**src/rtl/mdio_cmd_pkg.sv**
```systemverilog
package mdio_cmd_pkg;

    localparam int PHY_W      = 5;
    localparam int REG_W      = 5;
    localparam int DATA_W     = 16;
    localparam int PRE_BITS   = 32;
    localparam int TA_IDX     = PRE_BITS + 4 + PHY_W + REG_W;
    localparam int DATA_IDX   = TA_IDX + 2;
    localparam int FRAME_BITS = DATA_IDX + DATA_W;

    // command word bit positions
    localparam int CMD_WR_BIT  = 14;
    localparam int CMD_RD_BIT  = 13;
    localparam int CMD_PHY_LSB = 8;

    // configuration word bit positions
    localparam int CFG_EN_BIT  = 15;
    localparam int CFG_PHY_LSB = 8;

    typedef enum logic [1:0] {
        SEL_CFG   = 2'd0,
        SEL_CMD   = 2'd1,
        SEL_WDATA = 2'd2,
        SEL_RDATA = 2'd3
    } reg_sel_e;

    typedef enum logic {
        OP_WRITE = 1'b0,
        OP_READ  = 1'b1
    } mgmt_op_e;

    typedef struct packed {
        mgmt_op_e           op;
        logic [PHY_W-1:0]   phy;
        logic [REG_W-1:0]   regn;
        logic [DATA_W-1:0]  wdata;
    } mgmt_req_t;

endpackage

```
**src/rtl/mdio_clk_div.sv**
```systemverilog
module mdio_clk_div #(
    parameter int DIV_W = 8
) (
    input  logic             clk,
    input  logic             rst_n,
    input  logic             run,
    input  logic [DIV_W-1:0] div,
    output logic             mdc,
    output logic             rise_p,
    output logic             fall_p
);

    typedef struct packed {
        logic [DIV_W-1:0] cnt;
        logic             mdc;
    } div_st_t;

    div_st_t st_d, st_q;

    always_comb begin
        st_d   = st_q;
        rise_p = 1'b0;
        fall_p = 1'b0;
        if (!run) begin
            st_d.cnt = '0;
            st_d.mdc = 1'b0;
        end else if (st_q.cnt == div) begin
            st_d.cnt = '0;
            st_d.mdc = ~st_q.mdc;
            rise_p   = ~st_q.mdc;
            fall_p   = st_q.mdc;
        end else begin
            st_d.cnt = st_q.cnt + 1'b1;
        end
    end

    always_ff @(posedge clk or negedge rst_n) begin
        if (!rst_n) begin
            st_q <= '0;
        end else begin
            st_q <= st_d;
        end
    end

    assign mdc = st_q.mdc;

endmodule

```
**src/rtl/mdio_frame_seq.sv**
```systemverilog
module mdio_frame_seq
    import mdio_cmd_pkg::*;
(
    input  logic              clk,
    input  logic              rst_n,
    input  logic              start,
    input  mgmt_req_t         req,
    input  logic              rise_p,
    input  logic              fall_p,
    input  logic              mdio_i,
    output logic              busy,
    output logic              done_p,
    output logic              rd_valid_p,
    output logic [DATA_W-1:0] rd_data,
    output logic              mdio_o,
    output logic              mdio_oe
);

    localparam int IDX_W = $clog2(FRAME_BITS);
    localparam logic [IDX_W-1:0] LAST_POS = IDX_W'(FRAME_BITS - 1);
    localparam logic [IDX_W-1:0] TA_POS   = IDX_W'(TA_IDX);
    localparam logic [IDX_W-1:0] DATA_POS = IDX_W'(DATA_IDX);

    typedef struct packed {
        logic                  busy;
        logic                  is_read;
        logic [IDX_W-1:0]      idx;
        logic [FRAME_BITS-1:0] shreg;
        logic                  mdio_o;
        logic                  oe;
        logic [DATA_W-1:0]     cap;
    } seq_st_t;

    seq_st_t st_d, st_q;
    logic [FRAME_BITS-1:0] frame;
    logic [1:0]            opcode;
    logic [1:0]            ta_bits;
    logic [DATA_W-1:0]     data_bits;
    logic [IDX_W-1:0]      idx_next;

    always_comb begin
        opcode    = (req.op == OP_READ) ? 2'b10 : 2'b01;
        ta_bits   = (req.op == OP_READ) ? 2'b00 : 2'b10;
        data_bits = (req.op == OP_READ) ? '0 : req.wdata;
        frame     = {{PRE_BITS{1'b1}}, 2'b01, opcode, req.phy, req.regn,
                     ta_bits, data_bits};
    end

    always_comb begin
        st_d       = st_q;
        done_p     = 1'b0;
        rd_valid_p = 1'b0;
        idx_next   = st_q.idx + 1'b1;
        if (!st_q.busy) begin
            if (start) begin
                st_d.busy    = 1'b1;
                st_d.is_read = (req.op == OP_READ);
                st_d.idx     = '0;
                st_d.shreg   = frame;
                st_d.mdio_o  = frame[FRAME_BITS-1];
                st_d.oe      = 1'b1;
                st_d.cap     = '0;
            end
        end else begin
            if (rise_p && st_q.is_read && (st_q.idx >= DATA_POS)) begin
                st_d.cap = {st_q.cap[DATA_W-2:0], mdio_i};
            end
            if (fall_p) begin
                if (st_q.idx == LAST_POS) begin
                    st_d.busy   = 1'b0;
                    st_d.oe     = 1'b0;
                    st_d.mdio_o = 1'b0;
                    done_p      = 1'b1;
                    rd_valid_p  = st_q.is_read;
                end else begin
                    st_d.idx    = idx_next;
                    st_d.shreg  = {st_q.shreg[FRAME_BITS-2:0], 1'b0};
                    st_d.mdio_o = st_q.shreg[FRAME_BITS-2];
                    st_d.oe     = ~(st_q.is_read && (idx_next >= TA_POS));
                end
            end
        end
    end

    always_ff @(posedge clk or negedge rst_n) begin
        if (!rst_n) begin
            st_q <= '0;
        end else begin
            st_q <= st_d;
        end
    end

    assign busy    = st_q.busy;
    assign rd_data = st_q.cap;
    assign mdio_o  = st_q.mdio_o;
    assign mdio_oe = st_q.oe;

endmodule

```
**src/rtl/mdio_cmd_engine.sv**
```systemverilog
module mdio_cmd_engine
    import mdio_cmd_pkg::*;
#(
    parameter int          DIV_W     = 8,
    parameter int unsigned DIV_RESET = 7
) (
    input  logic        clk,
    input  logic        rst_n,
    input  logic        reg_wr,
    input  logic [1:0]  reg_addr,
    input  logic [15:0] reg_wdata,
    output logic [15:0] reg_rdata,
    output logic        mdc,
    output logic        mdio_o,
    output logic        mdio_oe,
    input  logic        mdio_i
);

    typedef struct packed {
        logic              cfg_en;
        logic [PHY_W-1:0]  cfg_phy;
        logic [DIV_W-1:0]  cfg_div;
        logic              req_wr;
        logic              req_rd;
        logic [PHY_W-1:0]  cmd_phy;
        logic [REG_W-1:0]  cmd_reg;
        logic [DATA_W-1:0] wdata;
        logic [DATA_W-1:0] rdata;
    } eng_st_t;

    eng_st_t st_d, st_q;

    logic              pending;
    logic              cmd_accept;
    logic              want_rd;
    logic              want_wr;
    logic              seq_start;
    mgmt_req_t         seq_req;
    logic              seq_busy;
    logic              seq_done;
    logic              seq_rd_valid;
    logic [DATA_W-1:0] seq_rd_data;
    logic              rise_p;
    logic              fall_p;

    assign pending = st_q.req_wr | st_q.req_rd;

    always_comb begin
        want_rd    = reg_wdata[CMD_RD_BIT];
        want_wr    = reg_wdata[CMD_WR_BIT] & ~reg_wdata[CMD_RD_BIT];
        cmd_accept = reg_wr && (reg_addr == SEL_CMD) && !pending;
        seq_start  = cmd_accept && (want_rd || want_wr);

        seq_req.op    = want_rd ? OP_READ : OP_WRITE;
        seq_req.phy   = reg_wdata[CMD_PHY_LSB +: PHY_W];
        seq_req.regn  = reg_wdata[REG_W-1:0];
        seq_req.wdata = st_q.wdata;
    end

    always_comb begin
        st_d = st_q;
        if (reg_wr) begin
            unique case (reg_addr)
                SEL_CFG: begin
                    st_d.cfg_en  = reg_wdata[CFG_EN_BIT];
                    st_d.cfg_phy = reg_wdata[CFG_PHY_LSB +: PHY_W];
                    st_d.cfg_div = reg_wdata[DIV_W-1:0];
                end
                SEL_CMD: begin
                    if (cmd_accept) begin
                        st_d.cmd_phy = reg_wdata[CMD_PHY_LSB +: PHY_W];
                        st_d.cmd_reg = reg_wdata[REG_W-1:0];
                        st_d.req_rd  = want_rd;
                        st_d.req_wr  = want_wr;
                    end
                end
                SEL_WDATA: st_d.wdata = reg_wdata;
                default: ;
            endcase
        end
        if (seq_done) begin
            st_d.req_rd = 1'b0;
            st_d.req_wr = 1'b0;
        end
        if (seq_rd_valid) begin
            st_d.rdata = seq_rd_data;
        end
    end

    always_ff @(posedge clk or negedge rst_n) begin
        if (!rst_n) begin
            st_q         <= '0;
            st_q.cfg_div <= DIV_W'(DIV_RESET);
        end else begin
            st_q <= st_d;
        end
    end

    always_comb begin
        reg_rdata = '0;
        unique case (reg_addr)
            SEL_CFG: begin
                reg_rdata[CFG_EN_BIT]               = st_q.cfg_en;
                reg_rdata[CFG_PHY_LSB +: PHY_W]     = st_q.cfg_phy;
                reg_rdata[DIV_W-1:0]                = st_q.cfg_div;
            end
            SEL_CMD: begin
                reg_rdata[CMD_WR_BIT]               = st_q.req_wr;
                reg_rdata[CMD_RD_BIT]               = st_q.req_rd;
                reg_rdata[CMD_PHY_LSB +: PHY_W]     = st_q.cmd_phy;
                reg_rdata[REG_W-1:0]                = st_q.cmd_reg;
            end
            SEL_WDATA: reg_rdata = st_q.wdata;
            SEL_RDATA: reg_rdata = st_q.rdata;
            default:   reg_rdata = '0;
        endcase
    end

    mdio_clk_div #(
        .DIV_W (DIV_W)
    ) clk_div_i (
        .clk    (clk),
        .rst_n  (rst_n),
        .run    (seq_busy),
        .div    (st_q.cfg_div),
        .mdc    (mdc),
        .rise_p (rise_p),
        .fall_p (fall_p)
    );

    mdio_frame_seq frame_seq_i (
        .clk        (clk),
        .rst_n      (rst_n),
        .start      (seq_start),
        .req        (seq_req),
        .rise_p     (rise_p),
        .fall_p     (fall_p),
        .mdio_i     (mdio_i),
        .busy       (seq_busy),
        .done_p     (seq_done),
        .rd_valid_p (seq_rd_valid),
        .rd_data    (seq_rd_data),
        .mdio_o     (mdio_o),
        .mdio_oe    (mdio_oe)
    );

endmodule

```
**config.mk**
```make
export PLATFORM = sky130hd
export DESIGN_NAME = mdio_cmd_engine
export DESIGN_NICKNAME = d
export VERILOG_FILES = /design/src/rtl/mdio_cmd_pkg.sv /design/src/rtl/mdio_clk_div.sv /design/src/rtl/mdio_frame_seq.sv /design/src/rtl/mdio_cmd_engine.sv
export SDC_FILE = /design/constraint.sdc
export NUM_CORES = 1
export LEC_CHECK = 0
export BUFFER_PORTS_ARGS = -buffer_cell sky130_fd_sc_hd__buf_2
export CAP_MARGIN = 20
export CORE_UTILIZATION = 55
export CTS_CLUSTER_DIAMETER = 150
export DETAILED_ROUTE_END_ITERATION = 8
export GPL_ROUTABILITY_DRIVEN = 0
export GPL_TIMING_DRIVEN = 0
export PLACE_DENSITY = 0.77
export SYNTH_ARGS = -nofsm -noshare
export SYNTH_HDL_FRONTEND = slang
export SYNTH_SLANG_ARGS = --single-unit
```
**constraint.sdc**
```tcl
create_clock -name clk -period 3.4 [get_ports clk]
set_input_delay 0.68 -clock clk [delete_from_list [all_inputs] [get_ports clk]]
set_output_delay 0.68 -clock clk [all_outputs]
set_load 0.03 [all_outputs]
```
==> flow_summary.json, run 1 <==
{
  "status": "complete, no violations",
  "vias": 5207,
  "cts_setup_buffers": 0,
  "rsz0062_at_grt": "no",
  "synth_common_cells": "dfrtp_1 (153), nand3_1 (114), nand2_1 (88)",
  "synth_edf_count": 0,
  "io_buffers": 38,
  "grt_use_total_pct": 27.52,
  "die_x_um": 114.5,
  "route.detailed.drc": 0,
  "ir_drop_v": 0.0006248,
  "design_area_mm2": 0.007978,
  "wl_per_cell_um": 18.78,
  "startpoint": "reg_addr[0]",
  "dr.pass1.iters": 7,
  "dpl_worst_slack_ns": 0.2842,
  "min_period_ns": 3.094,
  "dr.first_iter.drc_count": 445,
  "clock_skew_ns": 0.006753,
  "hold_violations": 0,
  "yosysMostFrequentCell": "dfrtp_1",
  "placed_area_mm2": 0.007396,
  "endpoint_kind": "output pin",
  "synthCells": 640,
  "core_area_mm2": 0.01216,
  "crit_chain": "buf_2 > buf_1 > mux4_2 > buf_2",
  "timing.final.max_slew_violations": 0,
  "period_share_pct": 90.99,
  "synthTopCellsByArea": "dfrtp_1 (55%), nand3_1 (8.2%), mux2_2 (6.8%)",
  "tns_ns": 0,
  "setup_slack_ns": 0.3064,
  "cts_root_buf": "clkbuf_16",
  "die_h_um": 114.5,
  "synth_area_per_cell_um2": 10.88,
  "slowest_stage": "buf_1",
  "worstSetupPathType": "in2out",
  "synth_warnings": 0,
  "cts_buffers": 17,
  "crit_path_frequent_cell": "buf_2",
  "io_pins": 41,
  "ctsHoldBuffers": 0,
  "cp_max_fo": 10,
  "r2r_cells": 7,
  "dp.final_hpwl_mm": 11.39,
  "powerDensity_mw_per_mm2": 685.9,
  "setup_viol": 0,
  "cp.arrival_ns": 2.41,
  "max_stage_delay_ns": 0.64,
  "wirelength_mm": 16.49,
  "grt_overflow": 0,
  "p_leak_nw": 3.674,
  "start_util_pct": 57.24,
  "path_clk_slew_ns": 0.06,
  "postLayoutCoreUtil_pct": 65.60,
  "synth_cell_types": 44,
  "rrSetupSlack_ns": 0.81,
  "grt_pass1_vias": 5219,
  "layout.nets": 723,
  "crit_path_start_kind": "input pin",
  "cts_max_level": 4,
  "netlist.top_cell.by_area": "dfrtp_1",
  "tritoncts": "built",
  "diodes": 0,
  "yosysTopAreaCellShare_pct": 55.00,
  "synth-seq-cells": 156,
  "cts-resized-gates": 0,
  "syn2layout_area_growth_pct": 14.59,
  "tightest_slew_ns": 0.7844,
  "vias_per_cell": 5.931,
  "r2r_start": "frame_seq_i.st_q[82]",
  "grt_pass1_wl_mm": 26.83,
  "syn-num-nets": 665,
  "die_area_mm2": 0.01311,
  "maxCapViolations": 0,
  "clk_latency_ns": 0.43,
  "grt_max_degree": 106,
  "synth-main-ff-cell": "dfrtp_1",
  "ant_nets": 0,
  "slew_headroom_pct": 47.71,
  "r2r-end": "st_q[13]",
  "syn_area_mm2": 0.006962,
  "hold_class": "in2async",
  "antenna_found_initial": 0,
  "rows": 40,
  "fmax_ghz": 0.3232,
  "cts_buffer_depth": 2,
  "ys_seq_area_share_pct": 56.13,
  "synthArstFlopShare_pct": 100.0,
  "crit_required_ns": 2.72,
  "cts.sinks": 156,
  "drive_above_1_share_pct": 19.72
}
-- area by class of cell --
| cell class | instances | area (µm²) |
|---|---|---|
| fillers | 950 | 4184 |
| flip-flops and latches | 156 | 3908 |
| multi-input cells | 420 | 2804 |
| clock buffers | 20 | 436.7 |
| repair buffers | 39 | 224.0 |
| well taps | 168 | 210.2 |
| plain buffers | 44 | 175.2 |
| clock inverters | 11 | 145.1 |
| inverters | 20 | 75.07 |
-- metal layers --
layer / vias up / GRT usage [%] / part of all wire [%]
met5: - / 0 / 0
met4: 0 / 10.13 / 2.4
met3: 32 / 8.205 / 5.1
met2: 155 / 45.45 / 50
met1: 2650 / 34.38 / 42
li1: 2370 / - / -
-- power by group --
group | leakage [nW] | switching, mW | total, mW | internal [mW]
sequential | 1.83 | 0.314 | 2.54 | 2.23
clock | 0.288 | 0.743 | 1.89 | 1.15
combinational | 1.55 | 0.615 | 1.04 | 0.422
total | 3.67 | 1.67 | 5.47 | 3.80
-- cells by family (layout without fill, tap and decap cells) --
group,after synthesis,count (layout),synth area share (%)
flops,156,156,56.13
fa+ha+maj,3,3,0.5392
compound gates,98,98,9.094
buf+inv,64,134,3.595
mux,62,62,12.19
xor+xnor,17,17,2.139
simple gates,240,240,16.32
-- stage by stage --
step	cells	total power, mW	hold WS (ns)
after detailed placement	847	3.591	0.4621
after CTS	878	5.481	0.2126
final	878	5.472	0.1911
after global placement	846	3.508	0.4550
after floorplan	640	3.214	0.3844
after global routing	878	5.732	0.2244
-- worst max-delay path by stage --
stage	to	slack (ns)	depth (start not counted)
6_report	reg_rdata[10]	0.31	4
3_5_place_dp	frame_seq_i.rd_data[12]	0.28	8
4_1_cts	reg_rdata[10]	0.28	4
5_1_grt	reg_rdata[10]	0.19	4
3_3_place_gp	st_q[12]	-0.54	1
2_1_floorplan	reg_rdata[10]	0.70	3
-- flip-flops by register name, indices dropped and copies added, names as in the netlist --
name / cells
frame_seq_i.busy: 1
frame_seq_i.st_q: 70
frame_seq_i.rd_data: 16
clk_div_i.st_q: 8
clk_div_i.mdc: 1
st_q: 42
frame_seq_i.mdio_o: 1
seq_req: 16
frame_seq_i.mdio_oe: 1
-- worst max-delay path: cells and delay by family --
family | cells | cell delay, ns
buf+inv | 3 | 1.11
mux | 1 | 0.62
-- placed cells by master, fill, tap and decap left out, types with 5 or more instances in the layout --
cell type  count
nand3_1      114
xor2_1        13
a22oi_1       16
nor2_1        13
a22o_1         7
mux2_2        42
nand2_1       88
mux4_2        10
and3_1         5
clkbuf_1      39
clkbuf_16     17
buf_2         39
a2bb2oi_1     10
o21ai_0       48
mux2_4        10
buf_1          5
dfrtp_1      153
inv_1         20
No activity file was read; power rests on OpenSTA's default activity.
==> run 2, diff against run 1 <==
--- a/config.mk
+++ b/config.mk
@@ -7,12 +7,12 @@
 export LEC_CHECK = 0
 export BUFFER_PORTS_ARGS = -buffer_cell sky130_fd_sc_hd__buf_2
 export CAP_MARGIN = 20
-export CORE_UTILIZATION = 55
+export CORE_UTILIZATION = 50
 export CTS_CLUSTER_DIAMETER = 150
 export DETAILED_ROUTE_END_ITERATION = 8
 export GPL_ROUTABILITY_DRIVEN = 0
 export GPL_TIMING_DRIVEN = 0
-export PLACE_DENSITY = 0.77
+export PLACE_DENSITY = 0.72
 export SYNTH_ARGS = -nofsm -noshare
 export SYNTH_HDL_FRONTEND = slang
 export SYNTH_SLANG_ARGS = --single-unit
==> constraint.sdc (replaced) <==
create_clock -name clk -period 3.1 [get_ports clk]
set_input_delay 0.62 -clock clk [delete_from_list [all_inputs] [get_ports clk]]
set_output_delay 0.62 -clock clk [all_outputs]
set_load 0.03 [all_outputs]
==> run 2 against run 1 <==
  * Global-route usage is 2.6 points lower
  * Critical path type unchanged
  * Non-clock buffer count stayed put
  * Combinational power is 8% higher
==> flow_summary.json, run 2 (synthesis results as in run 1) <==
{
  "status": "complete, no violations",
  "clk_latency_ns": 0.43,
  "grt_max_degree": 83,
  "grt_pass1_wl_mm": 27.38,
  "maxCapViolations": 0,
  "largest_register_ffs": 70,
  "fmax_ghz": 0.3420,
  "multiInputGateArea_mm2": 0.002804,
  "timing.final.max_slew_violations": 0,
  "cp.arrival_ns": 2.30,
  "rows": 42,
  "instances_no_fill": 885,
  "max_stage_delay_ns": 0.61,
  "power.total_mw": 5.954,
  "fillers": 1086,
  "core_area_mm2": 0.01340,
  "powerDensity_mw_per_mm2": 745.9,
  "drive_above_1_share_pct": 19.89,
  "cts_buffer_depth": 2,
  "p_leak_nw": 3.660,
  "diodes": 0,
  "crit_family": "buffers and inverters",
  "crit_chain": "buf_2 > buf_1 > mux4_2 > buf_2",
  "vias_per_cell": 5.835,
  "most-common-layout-cells": "dfrtp_1 (153), nand3_1 (114), nand2_1 (88)",
  "worst_hold_slack_ns": 0.2054,
  "grt_pass1_vias": 5317,
  "placed_area_mm2": 0.007406,
  "crit_path_frequent_cell": "buf_2",
  "io_buffers": 38,
  "hold_violations": 0,
  "path_buf_inv": 3,
  "antenna_found_initial": 0,
  "min_period_ns": 2.924,
  "dr.pass1.iters": 5,
  "route.detailed.drc": 0,
  "cts_max_level": 4,
  "period_share_pct": 94.33,
  "path_clk_slew_ns": 0.06,
  "slew_headroom_pct": 52.24,
  "mostFrequentLayoutCell": "dfrtp_1",
  "worstSetupPathType": "in2out",
  "cts.sinks": 156,
  "vias": 5164,
  "ir_drop_v": 0.0004678,
  "layout.nets": 723,
  "hold_class": "in2async",
  "wl_per_cell_um": 18.53,
  "design_area_mm2": 0.007981,
  "crit_path_start_kind": "input pin",
  "tightest_slew_ns": 0.7163,
  "regMostFlops": "frame_seq_i.st_q",
  "wirelength_mm": 16.40,
  "die_x_um": 120.0,
  "syn2layout_area_growth_pct": 14.65,
  "ant_nets": 0,
  "dr.first_iter.drc_count": 386,
  "placedCellCount": 855,
  "die_h_um": 120.0,
  "slowest_stage": "mux4_2",
  "top_regs": "frame_seq_i.st_q x70, st_q x42",
  "cp_max_fo": 10,
  "dp.final_hpwl_mm": 11.43,
  "endpoint_kind": "output pin",
  "tritoncts": "built",
  "io_pins": 41,
  "start_util_pct": 51.95,
  "setup_viol": 0,
  "cts_setup_buffers": 0,
  "cts-resized-gates": 0,
  "grt_use_total_pct": 24.96,
  "ctsHoldBuffers": 0,
  "rsz0062_at_grt": "no",
  "die_area_mm2": 0.01440,
  "cts_buffers": 17,
  "crit_required_ns": 2.48,
  "grt_overflow": 0,
  "clock_skew_ns": 0.01084,
  "cts_root_buf": "clkbuf_16",
  "regArea_mm2": 0.003908
}
## run 2: cell count changes in the layout (fill, tap and decap cells not counted), sizes merged
cell	delta
clkinvlp	+3
clkinv	-2
bufinv	-1
inv	-1
## run 2: final timing paths
| path | cells after the start | slack [ns] | from | endpoint |
|---|---|---|---|---|
| setup / recovery | 4 | 0.18 | reg_addr[0] | reg_rdata[8] |
| hold / removal | 1 | 0.21 | rst_n | frame_seq_i.st_q[76] |
| setup reg to reg | 7 | 0.53 | frame_seq_i.st_q[82] | st_q[7] |
| hold reg to reg | 2 | 0.48 | st_q[33] | st_q[33] |
| max in group asynchronous | 2 | 2.06 | rst_n | st_q[46] |
| min in group clk | 3 | 0.44 | mdio_i | frame_seq_i.rd_data[0] |
## run 2: routing by layer
layer  GRT usage, %  wire length [µm]  vias to the layer above
met4          9.141               346                        0
met3          5.323               638                       30
met2          41.70              8194                      124
met5              0                 0                        -
met1          31.90              7219                     2632
li1               -                 -                     2378
## run 2: cell type report
type	instances	share of cell area [%]
Sequential cell	156	48.96
Inverter	20	0.9406
Timing Repair Buffer	39	2.806
Clock buffer	20	5.722
Tap cell	176	2.759
Multi-Input combinational cell	420	35.13
Buffer	44	2.195
Clock inverter	10	1.489
## run 2: power by group
group,total (mW),switching [mW],internal [mW]
clock network,2.05,0.830,1.22
logic,1.12,0.663,0.460
registers,2.78,0.339,2.44
total,5.95,1.83,4.12
## run 2: through the flow
| stage | setup WS (ns) | setup TNS (ns) | utilization (%) |
|---|---|---|---|
| detailed placement | 0.04325 | 0 | 55.27 |
| global route | 0.02303 | 0 | 59.56 |
| CTS | 0.1319 | 0 | 59.56 |
| floorplan | 0.5236 | 0 | - |
| finish | 0.1759 | 0 | 59.56 |
| global placement | -0.7913 | -120.15 | 55.01 |
